### config.mk
export PLATFORM = sky130hd
export DESIGN_NAME = serial_crc_unit
export DESIGN_NICKNAME = d
export VERILOG_FILES = /design/src/rtl/serial_crc_unit.sv
export SDC_FILE = /design/constraint.sdc
export NUM_CORES = 1
export LEC_CHECK = 0
export ABC_AREA = 0
export BUFFER_PORTS_ARGS = -buffer_cell sky130_fd_sc_hd__buf_2
export CAP_MARGIN = 10
export CELL_PAD_IN_SITES_DETAIL_PLACEMENT = 0
export CELL_PAD_IN_SITES_GLOBAL_PLACEMENT = 1
export CORE_ASPECT_RATIO = 0.5
export CORE_UTILIZATION = 38
export CTS_BUF_LIST = sky130_fd_sc_hd__clkbuf_4
export DETAILED_ROUTE_END_ITERATION = 12
export PLACE_DENSITY = 0.8
export SETUP_SLACK_MARGIN = 0.4
export SLEW_MARGIN = 20
export SYNTH_ARGS = -nofsm -noshare
export SYNTH_HDL_FRONTEND = slang
export SYNTH_SLANG_ARGS = --single-unit
### constraint.sdc
create_clock -name clk -period 1.5 [get_ports clk]
set_input_delay 0.075 -clock clk [delete_from_list [all_inputs] [get_ports clk]]
set_output_delay 0.075 -clock clk [all_outputs]
set_load 0.01 [all_outputs]
### src/rtl/serial_crc_unit.sv
module serial_crc_unit #(
  parameter int W = 16,
  parameter logic [W-1:0] POLY = 16'h1021
) (
  input  logic         clk,
  input  logic         rst_n,
  input  logic         start,
  input  logic         mode,
  input  logic         bit_in,
  input  logic         bit_valid,
  input  logic         last,
  output logic [W-1:0] crc,
  output logic         done,
  output logic         error
);

  localparam int CW = $clog2(W + 1);

  logic [W-1:0]  rem_q;
  logic [CW-1:0] pad_q;
  logic          open_q, chk_q, done_q;

  logic          take, padding, chk_now, din;
  logic [W-1:0]  base, stepped;

  assign padding = (pad_q != '0) && !start;
  assign take    = bit_valid && (start || (open_q && pad_q == '0));
  assign chk_now = start ? mode : chk_q;
  assign base    = start ? '0 : rem_q;
  assign din     = take ? bit_in : 1'b0;
  assign stepped = ((base << 1) | W'(din)) ^ (base[W-1] ? POLY : '0);

  always_ff @(posedge clk or negedge rst_n) begin
    if (!rst_n) begin
      rem_q  <= '0;
      pad_q  <= '0;
      open_q <= 1'b0;
      chk_q  <= 1'b0;
      done_q <= 1'b0;
    end else begin
      done_q <= 1'b0;
      rem_q  <= (take || padding) ? stepped : base;
      if (start) begin
        open_q <= 1'b1;
        chk_q  <= mode;
        pad_q  <= '0;
      end else if (padding) begin
        pad_q <= pad_q - 1'b1;
        if (pad_q == CW'(1)) done_q <= 1'b1;
      end
      if (take && last) begin
        open_q <= 1'b0;
        if (chk_now) done_q <= 1'b1;
        else         pad_q  <= CW'(W);
      end
    end
  end

  assign crc   = rem_q;
  assign done  = done_q;
  assign error = done_q && chk_q && (rem_q != '0);

  a_r10_error_needs_done: assert property (@(posedge clk) disable iff (!rst_n)
    error |-> done);

  a_r2_start_clears: assert property (@(posedge clk) disable iff (!rst_n)
    (start && !bit_valid) |=> (crc == '0));

  a_r8_idle_holds: assert property (@(posedge clk) disable iff (!rst_n)
    (!start && !take && !padding) |=> $stable(crc));

  a_r4_pad_ends_in_done: assert property (@(posedge clk) disable iff (!rst_n)
    (padding && pad_q == CW'(1)) |=> done);

  a_r5_single_pulse: assert property (@(posedge clk) disable iff (!rst_n)
    (done && !start) |=> !done);

endmodule

==> results.ini <==
[routing]
drtIter0Drc = 81
via_count = 1127
ant_nets = 0
drc = 0
viasPerCell = 5.05
totalWireLength_um = 3270
routedWlPerCell_um = 14.7
dr.pass1.iters = 4

[clocking]
clock_sinks = 24
cts_buffers = 3
clock_latency_ns = 0.34
clk_path_buf_depth = 2
cts-root-buf = clkbuf_4
path_clk_slew_ns = 0.15
cts-htree-levels = 1
cts_tree = built

[placed_design]
io_buffers = 24
dp.cells = 194
place_congestion = 0.741
place_hpwl_um = 1850
place_ws_ns = -0.0865

[hold_path]
holdPathStages = 2
hold_path_class = input port to flop

[worst_setup_path]
worstSetupEndpointType = flop
cp-start-kind = flop
critPathArrivalTime_ns = 1.76
crit_fanout = 9
r2r_cells = 9
worstSetupPathType = flop to flop
cp.required_ns = 1.74

[logic_synthesis]
mappedNetlistNets = 135
muxShareOfSynthArea_pct = 1.82
synthAdderAreaFrac_pct = 3.21
synth_cell_types = 30
synthCells = 125
synth_area_per_cell_um2 = 9.35
synth-compound-area-share_pct = 14.2
synth_top_family_by_area = simple AND/OR/NAND/NOR gates
yosys_warnings = 0
synthXorXnorAreaFrac_pct = 2.25
ys_seq_area_share_pct = 51.4
ys_ff_latch = 24
synthSimpleGateAreaFrac_pct = 22.8
netlist_area_mm2 = 0.00117

[status]
status = finished, violations left
violations = negative setup slack

[timing]
setup_ws_ns = -0.0220
finalClockSkew_ns = 0.0103
grt_setup_unrepaired = true
layout_min_cycle_time_ns = 1.52
slew_violations = 0
worstMarginPinSlew_ns = 0.564
period_share_pct = 101
relSlewSlack_pct = 62.4
hold_viol_final = 0
setup_viol_count_final = 10
fmax_mhz = 657

[floorplan]
fp-row-count = 13
die_x_um = 80.4
io_pins = 25
die_h_um = 41.2
die_area_mm2 = 0.00331
core_region_area_mm2 = 0.00275
start_util_pct = 42.5

[finish]
final_cells = 223
synthToLayoutAreaGrowth_pct = 58.1
antenna_cells = 0
layout-drive-gt1-share_pct = 48.9
layout_common_cells = nand2_1, dfrtp_1, buf_6, buf_4, buf_2
fin_nets = 197
mostFrequentLayoutCell = nand2_1

[run]
cap_violations = 0

[power]
fin_total_pwr_mw = 3.19
vdd_drop_max_mv = 0.881
power.leakage_nw = 0.857
power_density_mw_per_mm2 = 1730

[global_routing]
grt_usage_pct = 21.4
grt_pass1_wl_um = 4930
overflow = 0
grt_max_degree = 28
grt_antenna_before_repair = 0
grt_pass1_vias = 1027

## final cells by class
| class | instances | area, um^2 |
|---|---|---|
| fill | 203 | 901 |
| multi-input combinational | 93 | 627 |
| sequential | 24 | 602 |
| timing repair buffer | 62 | 509 |
| tap | 37 | 46.3 |
| clock inverter | 1 | 30.0 |
| clock buffer | 3 | 22.5 |
| inverter | 3 | 11.3 |
## metal layers
metal / vias up / track usage [%] / wire (um)
met4: 0 / 7.14 / 23
met1: 546 / 27.5 / 1620
met3: 4 / 5.78 / 96
li1: 552 / - / -
met5: - / 0 / 0
met2: 25 / 36.2 / 1520
## power by group
part | total (mW) | internal, mW | switching (mW)
Combinational | 1.79 | 1.01 | 0.784
Clock | 0.495 | 0.271 | 0.225
Sequential | 0.908 | 0.767 | 0.142
Total | 3.19 | 2.04 | 1.15
## per-stage QoR
step / hold WS, ns / area (um^2) / setup TNS (ns) / util (%)
final: 0.0406 / 1850 / -0.129 / 67.2
after global routing: 0.0188 / 1850 / -1.04 / 67.2
after CTS: 0.0186 / 1690 / 0 / 61.6
after detailed placement: 0.101 / 1410 / -0.675 / 51.4
after global placement: 0.0881 / 1410 / -0.00705 / 51.4
after floorplan: -0.221 / 1180 / -1.39 / -
## path summary, 6_finish.rpt
| path | endpoint | slack [ns] | start |
|---|---|---|---|
| max reg2reg | crc[2] | -0.02 | pad_q[0] |
| max in group asynchronous | crc[0] | 0.82 | rst_n |
| min in group asynchronous | pad_q[2] | 0.27 | rst_n |
| min | chk_q | 0.04 | mode |
| max | crc[2] | -0.02 | pad_q[0] |
| min reg2reg | crc[1] | 0.57 | crc[1] |
## registers in the layout, summed over array words and instances, names as in the netlist
name / cells
open_q: 1
pad_q: 5
chk_q: 1
crc: 16
done: 1
## kinds of logic after synthesis
kind of cell | count (synthesis)
AOI/OAI and AO/OA | 29
buffers and inverters | 9
and+or+nand+nor | 55
muxes | 2
adders and majority gates | 3
DFF | 24
xor gates and xnor gates | 3
## Yosys cell counts
master | count | share of area, %
or2_2 | 1 | 0.54
and2_4 | 1 | 0.75
dfrtp_1 | 24 | 51
a211oi_1 | 2 | 1.3
a22oi_1 | 1 | 0.64
inv_1 | 3 | 0.96
nand2_1 | 30 | 9.6
o21ai_0 | 3 | 1.3
o21a_1 | 2 | 1.3
nand3_1 | 2 | 0.86
nor4b_4 | 1 | 2.0
buf_2 | 1 | 0.43
nand2_2 | 1 | 0.54
xnor2_1 | 3 | 2.2
ha_1 | 3 | 3.2
mux2_2 | 1 | 0.96
o22ai_1 | 1 | 0.54
o31ai_1 | 1 | 0.64
buf_6 | 2 | 1.9
and2b_2 | 1 | 0.75
clkbuf_1 | 3 | 0.96
nor2_1 | 9 | 2.9
mux2i_1 | 1 | 0.86
a41oi_1 | 1 | 0.75
or3_1 | 1 | 0.54
a31oi_1 | 1 | 0.54
nor3_1 | 2 | 0.86
a21oi_1 | 17 | 7.3
nor4_1 | 4 | 2.1
nand3b_1 | 2 | 1.3
## timing repair
item,4_1_cts,5_1_grt
setup buffers,11,10
endpoints found under the setup margin,25,33
gates resized for setup,26,20
pin swaps,12,4
cloned,1,0
endpoints found under the hold margin,26,0
hold buffers,3,0
## critical path: stages, from the launching register on
cell,delay (ns)
dfrtp_1,0.42
inv_2,0.09
ha_4,0.13
nor4b_4,0.19
buf_6,0.15
buf_4,0.11
nand2_4,0.05
buf_6,0.14
nand2_1,0.08
a21oi_2,0.06
Note: power is estimated with default switching activity, not from simulation.
